<file path="config.mk">
export PLATFORM = sky130hd
export DESIGN_NAME = dutydiv_top
export DESIGN_NICKNAME = d
export VERILOG_FILES = /design/src/rtl/dutydiv_pkg.sv /design/src/rtl/dutydiv_cfg.sv /design/src/rtl/dutydiv_phase.sv /design/src/rtl/dutydiv_edge.sv /design/src/rtl/dutydiv_top.sv
export SDC_FILE = /design/constraint.sdc
export NUM_CORES = 1
export LEC_CHECK = 0
export BUFFER_PORTS_ARGS = -buffer_cell sky130_fd_sc_hd__buf_2
export CORE_MARGIN = 2
export CORE_UTILIZATION = 31
export DETAILED_ROUTE_END_ITERATION = 8
export PLACE_DENSITY = 0.55
export REMOVE_ABC_BUFFERS = 1
export SLEW_MARGIN = 20
export SYNTH_ARGS = -nofsm -noshare
export SYNTH_HDL_FRONTEND = slang
export SYNTH_SLANG_ARGS = --single-unit
</file>
<file path="constraint.sdc">
create_clock -name clk_in -period 9.33 [get_ports clk_in]
set_input_delay 0.933 -clock clk_in [delete_from_list [all_inputs] [get_ports clk_in]]
set_output_delay 0.933 -clock clk_in [all_outputs]
set_load 0.01 [all_outputs]
</file>
<file path="src/rtl/dutydiv_pkg.sv">
package dutydiv_pkg;

  // Output path selected for the captured setting.
  typedef enum logic {
    OUT_DIVIDE = 1'b0,
    OUT_BYPASS = 1'b1
  } out_mode_e;

endpackage

</file>
<file path="src/rtl/dutydiv_cfg.sv">
// Resolves the requested divide/high-time setting into the values the
// counter will actually use, with legality checks and fallbacks.
module dutydiv_cfg
  import dutydiv_pkg::*;
#(
  parameter int MAX_DIV = 512,
  parameter int NW      = 10,
  parameter int HW      = 11
) (
  input  logic [NW-1:0] div_n,
  input  logic [HW-1:0] high_h,
  input  logic          fifty_only,
  output logic [NW-1:0] n_eff,
  output logic [NW-1:0] hf_eff,
  output logic          odd_eff,
  output out_mode_e     mode_eff,
  output logic          err_eff
);

  localparam logic [NW-1:0] N_FALLBACK = NW'(2);

  logic          n_bad;
  logic          h_bad;
  logic          bypass;
  logic [HW-1:0] n_wide;
  logic [HW-1:0] h_lim;
  logic [HW-1:0] h_sel;

  always_comb begin
    bypass   = (div_n == NW'(1));
    n_bad    = (div_n == '0) || (int'(div_n) > MAX_DIV);
    n_eff    = n_bad ? N_FALLBACK : div_n;
    n_wide   = HW'(n_eff);
    // Largest legal high time: two half-cycles short of the full period.
    h_lim    = (n_wide << 1) - HW'(2);
    h_bad    = !bypass && !n_bad && !fifty_only &&
               ((high_h == '0) || (high_h > h_lim));
    h_sel    = (n_bad || fifty_only || h_bad || bypass) ? n_wide : high_h;
    hf_eff   = NW'(h_sel >> 1);
    odd_eff  = h_sel[0];
    mode_eff = bypass ? OUT_BYPASS : OUT_DIVIDE;
    err_eff  = n_bad || h_bad;
  end

endmodule

</file>
<file path="src/rtl/dutydiv_phase.sv">
// Rising-edge period counter. Captures the resolved setting at each period
// boundary and produces the full-cycle high phase and the odd-tail marker.
module dutydiv_phase
  import dutydiv_pkg::*;
#(
  parameter int NW = 10
) (
  input  logic          clk_in,
  input  logic          rst,
  input  logic          en,
  input  logic [NW-1:0] n_eff,
  input  logic [NW-1:0] hf_eff,
  input  logic          odd_eff,
  input  out_mode_e     mode_eff,
  input  logic          err_eff,
  output logic          q_pos,
  output logic          q_last,
  output logic          run,
  output logic          wrap,
  output logic [NW-1:0] cnt,
  output logic [NW-1:0] n_r,
  output logic [NW-1:0] hf_r,
  output out_mode_e     mode_r,
  output logic          err_r
);

  logic          odd_r;
  logic          load;
  logic [NW-1:0] hf_u;
  logic          odd_u;
  out_mode_e     mode_u;
  logic [NW-1:0] cnt_nx;
  logic [NW:0]   hi_end;

  always_comb begin
    wrap   = run && (cnt == n_r - NW'(1));
    load   = !run || wrap;
    hf_u   = load ? hf_eff   : hf_r;
    odd_u  = load ? odd_eff  : odd_r;
    mode_u = load ? mode_eff : mode_r;
    cnt_nx = load ? '0 : cnt + NW'(1);
    // An odd tail keeps the rising-edge phase high for one more cycle;
    // the falling-edge retimer then cuts that cycle in half.
    hi_end = {1'b0, hf_u} + (NW+1)'(odd_u);
  end

  always_ff @(posedge clk_in) begin
    if (rst) begin
      run    <= 1'b0;
      cnt    <= '0;
      n_r    <= '0;
      hf_r   <= '0;
      odd_r  <= 1'b0;
      mode_r <= OUT_DIVIDE;
      err_r  <= 1'b0;
      q_pos  <= 1'b0;
      q_last <= 1'b0;
    end else if (!en) begin
      run    <= 1'b0;
      cnt    <= '0;
      q_pos  <= 1'b0;
      q_last <= 1'b0;
    end else begin
      run <= 1'b1;
      cnt <= cnt_nx;
      if (load) begin
        n_r    <= n_eff;
        hf_r   <= hf_eff;
        odd_r  <= odd_eff;
        mode_r <= mode_eff;
        err_r  <= err_eff;
      end
      q_pos  <= (mode_u == OUT_DIVIDE) && ({1'b0, cnt_nx} < hi_end);
      q_last <= (mode_u == OUT_DIVIDE) && odd_u && (cnt_nx == hf_u);
    end
  end

endmodule

</file>
<file path="src/rtl/dutydiv_edge.sv">
// Falling-edge retiming and output combination. All select signals change
// while the input clock is in the opposite phase, so the output has no
// zero-width pulses.
module dutydiv_edge (
  input  logic clk_in,
  input  logic rst,
  input  logic q_pos,
  input  logic q_last,
  input  logic bypass_on,
  output logic clk_out
);

  logic ext_late;
  logic gate;

  always_ff @(negedge clk_in) begin
    if (rst) begin
      ext_late <= 1'b0;
      gate     <= 1'b0;
    end else begin
      ext_late <= q_last;
      gate     <= bypass_on;
    end
  end

  assign clk_out = gate ? clk_in : (q_pos & ~ext_late);

endmodule

</file>
<file path="src/rtl/dutydiv_top.sv">
module dutydiv_top
  import dutydiv_pkg::*;
#(
  parameter int MAX_DIV = 512,
  localparam int NW     = $clog2(MAX_DIV + 1),
  localparam int HW     = NW + 1
) (
  input  logic          clk_in,
  input  logic          rst,
  input  logic          en,
  input  logic [NW-1:0] div_n,
  input  logic [HW-1:0] high_h,
  input  logic          fifty_only,
  output logic          clk_out,
  output logic          cfg_err
);

  logic [NW-1:0] n_eff;
  logic [NW-1:0] hf_eff;
  logic          odd_eff;
  out_mode_e     mode_eff;
  logic          err_eff;

  logic          q_pos;
  logic          q_last;
  logic          run;
  logic          wrap;
  logic [NW-1:0] cnt;
  logic [NW-1:0] n_r;
  logic [NW-1:0] hf_r;
  out_mode_e     mode_r;
  logic          bypass_on;

  dutydiv_cfg #(.MAX_DIV(MAX_DIV), .NW(NW), .HW(HW)) u_cfg (
    .div_n      (div_n),
    .high_h     (high_h),
    .fifty_only (fifty_only),
    .n_eff      (n_eff),
    .hf_eff     (hf_eff),
    .odd_eff    (odd_eff),
    .mode_eff   (mode_eff),
    .err_eff    (err_eff)
  );

  dutydiv_phase #(.NW(NW)) u_phase (
    .clk_in   (clk_in),
    .rst      (rst),
    .en       (en),
    .n_eff    (n_eff),
    .hf_eff   (hf_eff),
    .odd_eff  (odd_eff),
    .mode_eff (mode_eff),
    .err_eff  (err_eff),
    .q_pos    (q_pos),
    .q_last   (q_last),
    .run      (run),
    .wrap     (wrap),
    .cnt      (cnt),
    .n_r      (n_r),
    .hf_r     (hf_r),
    .mode_r   (mode_r),
    .err_r    (cfg_err)
  );

  assign bypass_on = run && (mode_r == OUT_BYPASS);

  dutydiv_edge u_edge (
    .clk_in    (clk_in),
    .rst       (rst),
    .q_pos     (q_pos),
    .q_last    (q_last),
    .bypass_on (bypass_on),
    .clk_out   (clk_out)
  );

endmodule

</file>
==> out/summary.md, run 1 <==
- **setup TNS** 0 ns
- **arithmetic-cell share of the synthesized area counting full adders, half adders and majority gates** 8.83%
- **number of instances in the synthesized netlist** 426
- **Cell Count Post-Placement** 574
- **internal power contribution** 345 µW
- **cell taking the most area after synthesis** dfxtp_1
- **Max Clock Freq** 0.131 GHz
- **smallest setup slack after layout** 1.71 ns
- **part of the total power dissipated in the clock network** 40.7%
- **Antenna Diode Count** 0
- **Port-buffer cells** 26
- **maximum number of pins on one net before global-route repair** 43
- **Worst Hold Class** reg -> reg
- **Leak Pwr** 0.00145 µW
- **DRC violations left** 0
- **CTS-repair resized insts** 0
- **maximum fanout count along the critical path** 20
- **areal power density over the cells** 129 nW/µm²
- **main combinational cell family by area after synthesis** simple AND/OR/NAND/NOR gates
- **number of distinct library cells after synthesis** 68
- **share of power burned in combinational logic** 23.0%
- **vias** 3139
- **EDFF count, synth** 0
- **fin crit period** 7.62 ns
- **startpoint kind of the worst setup timing path** input pin
- **drt first pass iters** 4
- **number of hold buffers added after cts** 0
- **proportion of register bits with asynchronous set or reset after synthesis** 0%
- **I/O pin cnt** 27
- **Layout Utilization** 35.0%
- **relative max-transition margin** 33.1%
- **area of the core** 10800 µm²
- **Worst R2R End** u_phase.q_pos
- **clock transition at the registers of the reported paths** 0.08 ns
- **most common cell in the netlist** nor2_1
- **capturing element type of the critical path** flop
- **net switching share of the total power** 29.0%
- **clock tree from TritonCTS** done
- **RSZ-0062 raised after global routing** false
- **WL final** 9410 µm
- **Hold Violations, Final** 0
- **register-to-register path setup slack** 3.60 ns
- **outcome** finished, final reports clean
- **highest cell delay on the worst timing path** 0.58 ns
- **initial antenna violation count** 0
- **first-pass GRT wire length** 15600 µm
- **proportion of layout cells with a drive suffix above 1** 14.3%
- **worst hold path endpoint** u_phase.n_r[9]
- **number of nets in the final layout** 494
- **die outline area** 11800 µm²
- **post-synthesis register bit count** 38
- **relative contribution of sequential cells to total power** 36.4%
- **vias per cell** 5.36
- **clk_skew** 0.0694 ns
- **count of final setup violators** 0
- **Post-Synth Simple-Gate Area** 26.2%
- **most frequently used flop master after synthesis** dfxtp_1
- **mean post-synth cell area** 7.99 µm²
- **most used cell along the critical path** ha_1
- **switching power total** 141 µW
- **most area-consuming cells after synthesis** dfxtp_1 22%, ha_1 8.8%, xnor2_1 5.4%
- **number of cell instances on the worst register-to-register path** 22
- **endpoint arrival time on the critical path** 7.95 ns
- **startpoint of the lowest-slack register-to-register path** u_phase.n_r[0]
- **filler-free cell count of the finished design** 586
- **slowest cell on the critical path** or4_4
- **grt ovf** 0
- **width of the die** 109 µm
- **commonest cells in the synthesized netlist** 46 x nor2_1, 42 x nand2_1, 38 x dfxtp_1, 24 x a21oi_1, 24 x ha_1
- **pins over their slew limit** 0
- **Detail Placement HPWL** 7340 µm
- **clock latency on the worst-skew pair** 0.46 ns
- **vertical die dimension** 109 µm
- **number of global-route vias before repair** 3102
- **synthesized-area fraction occupied by ao, oa, aoi and oai cells** 19.8%
- **number of warnings reported in the yosys synthesis log** 0
- **sequential share of the synthesized area** 22.4%
- **worst setup path category** in -> reg
- **Wirelength per Cell** 16.1 µm
- **post-synthesis cell area** 3400 µm²
- **top-area cell type share of the netlist area** 22.4%
- **Layout Area Growth over Synthesis** 11.0%
- **proportion of synthesized area in mux cells** 6.73%
- **measured slew at the worst slew-check pin** 1.00 ns
- **total number of placement rows** 38
- **final hold slack** 0.477 ns
- **number of nets with antenna violations after routing** 0
- **Final Cycle Share** 81.6%
- **DP Worst Slack** 1.40 ns
- **peak ir drop on the vdd network** 69.9 µV
- **Required @ worst endpoint** 9.66 ns
- **post-CTS setup repair buffer count** 0
- **Detailed Route Iter0 Violations** 221
- **Max-Cap Viols** 0
- **global router's overall resource usage** 16.9%
- **Initial Util** 31.5%
- **global placer's final weighted congestion** 0.881
- **post-synthesis share of cell area spent on xor and xnor gates** 10.8%
- **Worst Hold Path Cells** 2
- **launch instance of the worst min-delay path** u_phase.n_r[9]
==> layer usage <==
metal | routed length, µm | vias to the layer above | GRT usage (%)
met4 | 173 | 0 | 5.49
met5 | 0 | - | 0
li1 | - | 1570 | -
met2 | 4600 | 74 | 28.7
met1 | 4260 | 1481 | 21.6
met3 | 368 | 14 | 3.23
==> kinds of logic after synthesis <==
kind of cell / count (synthesis)
mux: 21
compound gates: 89
xor+xnor: 42
other cells: 1
fa+ha+maj: 24
flops: 38
buf+inv: 34
simple gates: 177
==> cells in the final DEF, fill, tap and decap left out, drive strengths merged, types with 3 or more instances in the layout <==
master and count:
buf 27, a31oi 5, dfxtp 38, xnor2 21
nor2 46, nand2b 3, nor3 17, a21oi 25
mux2 9, o21ai 12, clkbuf 10, and2 7
nand3 20, inv 16, a2111oi 5, a21o 6
and3 8, nand4 3, nor2b 10, xor2 21
nor4 9, mux2i 12, a211oi 12, ha 24
nand2 43
==> power by group through the flow <==
| stage | Clock, µW | Sequential [µW] | Combinational (µW) |
|---|---|---|---|
| 3_3_place_gp | 2.63 | 181 | 109 |
| 4_1_cts | 203 | 177 | 111 |
| 3_5_place_dp | 2.63 | 181 | 110 |
| 6_report | 198 | 177 | 112 |
| 5_1_grt | 213 | 178 | 125 |
| 2_1_floorplan | 2.39 | 178 | 77.4 |
==> per-stage QoR <==
stage                     area (µm²)  power, µW
after CTS                       3780        491
after global routing            3780        516
final                           3780        486
after floorplan                 3280        258
after global placement          3590        292
after detailed placement        3590        294
==> worst max path at each step <==
stage / end / from / slack, ns
final: u_phase.q_pos / div_n[5] / 1.71
after global routing: u_phase.q_pos / div_n[5] / 1.24
after CTS: u_phase.q_pos / div_n[5] / 1.81
after detailed placement: u_phase.q_pos / div_n[5] / 1.40
after global placement: u_phase.q_pos / div_n[5] / 1.72
after floorplan: u_phase.q_pos / div_n[5] / 1.81
==> cell type report <==
cell class | instances | area, µm²
inverter | 14 | 52.6
clock buffer | 11 | 154
clock inverter | 3 | 37.5
tap | 140 | 175
sequential | 38 | 761
fill | 1136 | 7020
multi-input combinational | 354 | 2460
timing repair buffer | 26 | 133
==> registers in the layout, indices dropped and copies added (netlist names) <==
signal           cells
u_phase.mode_r       1
u_phase.hf_r        10
u_phase.run          1
u_phase.q_last       1
u_phase.cnt         10
u_edge.gate          1
u_phase.q_pos        1
u_phase.odd_r        1
u_edge.ext_late      1
u_phase.n_r         10
u_phase.err_r        1
==> worst max-delay path, delay by kind of cell <==
kind	cells	cell delay, ns
compound gates	10	2.32
xor+xnor	3	0.57
fa+ha+maj	5	1.41
buf+inv	3	0.47
mux	2	0.68
simple gates	8	1.54
(Power assumes the default switching activity.)
==> run 2, diff against run 1 <==
Settings changed: PLACE_DENSITY 0.55 to 0.56.
Clock period 9.33 ns to 6.1 ns, I/O delays scaled along.
==> run 2 against run 1 <==
Effect of this change:
- setup slack got worse by 1.4 ns
- sequential power grew 53%
- worst hold slack lost 0.0076 ns
- sequential share of layout area decreased by 2.5 points
- non-clock buffer count is 47 higher
- routed wire length grew 5.9%
- power rose by 66%
- critical path depth shrank 1
==> out/summary.md, run 2 (synthesis gave the netlist of run 1 again) <==
- **outcome** finished, final reports clean
- **Final Cycle Share** 95.3%
- **Max-Cap Viols** 0
- **capturing element type of the critical path** flop
- **footprint of the multi-input gates** 2610 µm²
- **pins over their slew limit** 0
- **clock tree from TritonCTS** done
- **number of global-route vias before repair** 3184
- **Required @ worst endpoint** 6.45 ns
- **Initial Util** 31.5%
- **flip-flop and latch area** 761 µm²
- **Worst R2R End** u_phase.q_pos
- **peak ir drop on the vdd network** 113 µV
- **WL final** 9960 µm
- **Antenna Diode Count** 0
- **die outline area** 11800 µm²
- **clock transition at the registers of the reported paths** 0.08 ns
- **relative max-transition margin** 31.3%
- **highest cell delay on the worst timing path** 0.55 ns
- **vias per cell** 5.26
- **Max Clock Freq** 0.172 GHz
- **startpoint of the lowest-slack register-to-register path** u_phase.n_r[0]
- **Critical path buffers and inverters** 2
- **setup TNS** 0 ns
- **worst setup path category** in -> reg
- **largest registers** u_phase.cnt (10), u_phase.hf_r (10), u_phase.n_r (10)
- **number of fillers in the final layout** 1073
- **number of nets in the final layout** 541
- **RSZ-0062 raised after global routing** true
- **initial antenna violation count** 0
- **vias** 3329
- **DRC violations left** 0
- **most used cell along the critical path** a21oi_2
- **crit path launch** div_n[1]
- **areal power density over the cells** 188 nW/µm²
- **number of hold buffers added after cts** 0
- **Cell Count Post-Placement** 614
- **vertical die dimension** 109 µm
- **startpoint kind of the worst setup timing path** input pin
- **filler-free cell count of the finished design** 633
- **I/O pin cnt** 27
- **Post-DP Area** 3890 µm²
- **drt first pass iters** 4
- **area of the core** 10800 µm²
- **first-pass GRT wire length** 16000 µm
- **Detail Placement HPWL** 7560 µm
- **Layout Area Growth over Synthesis** 26.5%
- **clk_skew** 0.0708 ns
- **commonest cells after routing, fill and taps aside** 46 x nor2_1, 45 x buf_4, 42 x nand2_1
- **count of final setup violators** 0
- **slowest cell on the critical path** or4_4
- **fin crit period** 5.81 ns
- **maximum number of pins on one net before global-route repair** 41
- **total number of placement rows** 38
- **grt ovf** 0
- **proportion of layout cells with a drive suffix above 1** 27.4%
- **Leak Pwr** 0.00173 µW
- **number of nets with antenna violations after routing** 0
- **Wirelength per Cell** 15.7 µm
- **crit-path leading delay family** simple AND/OR/NAND/NOR gates
- **register-to-register path setup slack** 1.23 ns
- **launch instance of the worst min-delay path** u_phase.mode_r
- **Port-buffer cells** 26
- **post-layout instance area** 4300 µm²
- **measured slew at the worst slew-check pin** 1.03 ns
- **maximum fanout count along the critical path** 4
- **Detailed Route Iter0 Violations** 176
- **clock latency on the worst-skew pair** 0.47 ns
- **Levels on crit path** 30
- **number of cell instances on the worst register-to-register path** 22
- **global router's overall resource usage** 17.3%
- **Hold Violations, Final** 0
- **width of the die** 109 µm
- **endpoint arrival time on the critical path** 6.16 ns
- **most common cell after layout, fill and taps aside** nor2_1
- **Critical Path Sink** u_phase.q_pos
- **global placer's final weighted congestion** 0.905
- **Layout Utilization** 39.9%
- **Worst Hold Class** reg -> reg
==> run 2: cell count changes in the layout (fill, tap and decap cells not counted), sizes merged <==
cell / previous run / this run
buf: 27 / 74
bufinv: 1 / 2
clkbuf: 10 / 9
==> run 2: worst min-delay path by stage <==
stage                                 to  slack [ns]  cells after the start
final                     u_phase.mode_r        0.47                      2
after global routing      u_phase.mode_r        0.50                      2
after CTS                 u_phase.mode_r        0.48                      2
after detailed placement  u_phase.mode_r        0.46                      2
after global placement    u_phase.mode_r        0.46                      2
after floorplan           u_phase.n_r[9]        0.44                      2
==> run 2: stage by stage <==
step / hold slack [ns] / setup WS (ns) / total power (µW)
after floorplan: 0.438 / -1.09 / 394
after global placement: 0.459 / -0.527 / 469
after detailed placement: 0.462 / -0.603 / 471
after CTS: 0.476 / 0.00159 / 795
after global routing: 0.504 / -0.0610 / 847
final: 0.469 / 0.289 / 807
==> run 2: layer usage <==
metal | wire (µm) | GRT usage (%) | part of all wire [%]
met5 | 0 | 0 | 0
met4 | 190 | 4.67 | 1.9
met3 | 420 | 2.99 | 4.2
met2 | 4690 | 28.1 | 47
met1 | 4660 | 23.6 | 47
==> run 2: worst reg2reg max path, cell delays in order, from the launching register on <==
cell and delay, ns:
dfxtp_1 0.47, inv_1 0.07, ha_1 0.29, xnor2_1 0.15, a211o_1 0.30, a2111o_1 0.39, a2111oi_4 0.39, a21o_4 0.21
buf_4 0.41, a21oi_2 0.16, ha_4 0.21, nand3_2 0.08, xor2_1 0.15, nor2_1 0.08, a21oi_2 0.13, ha_1 0.25
a21o_1 0.21, a21oi_2 0.13, nor2b_2 0.06, a2111oi_4 0.20, o21ai_1 0.11, a41o_1 0.26, a21oi_2 0.11
==> run 2: area by class of cell <==
type,count,share of cell area (%)
sequential,38,17.7
inverter,14,1.22
clock inverter,4,1.57
clock buffer,10,3.00
multi-input combinational,354,60.6
timing repair buffer,73,11.8
tap,140,4.07
==> run 2: power breakdown <==
part / switching [µW] / internal, µW / total (µW)
combinational: 113 / 98.2 / 211
sequential: 13.5 / 257 / 271
clock: 107 / 218 / 325
==> run 2: timing repair <==
item | CTS | global route
pin swaps | 1 | 20
setup buffers | 0 | 7
endpoints found under the setup margin | 1 | 1
resized for setup | 5 | 34
gates cloned | 0 | 0
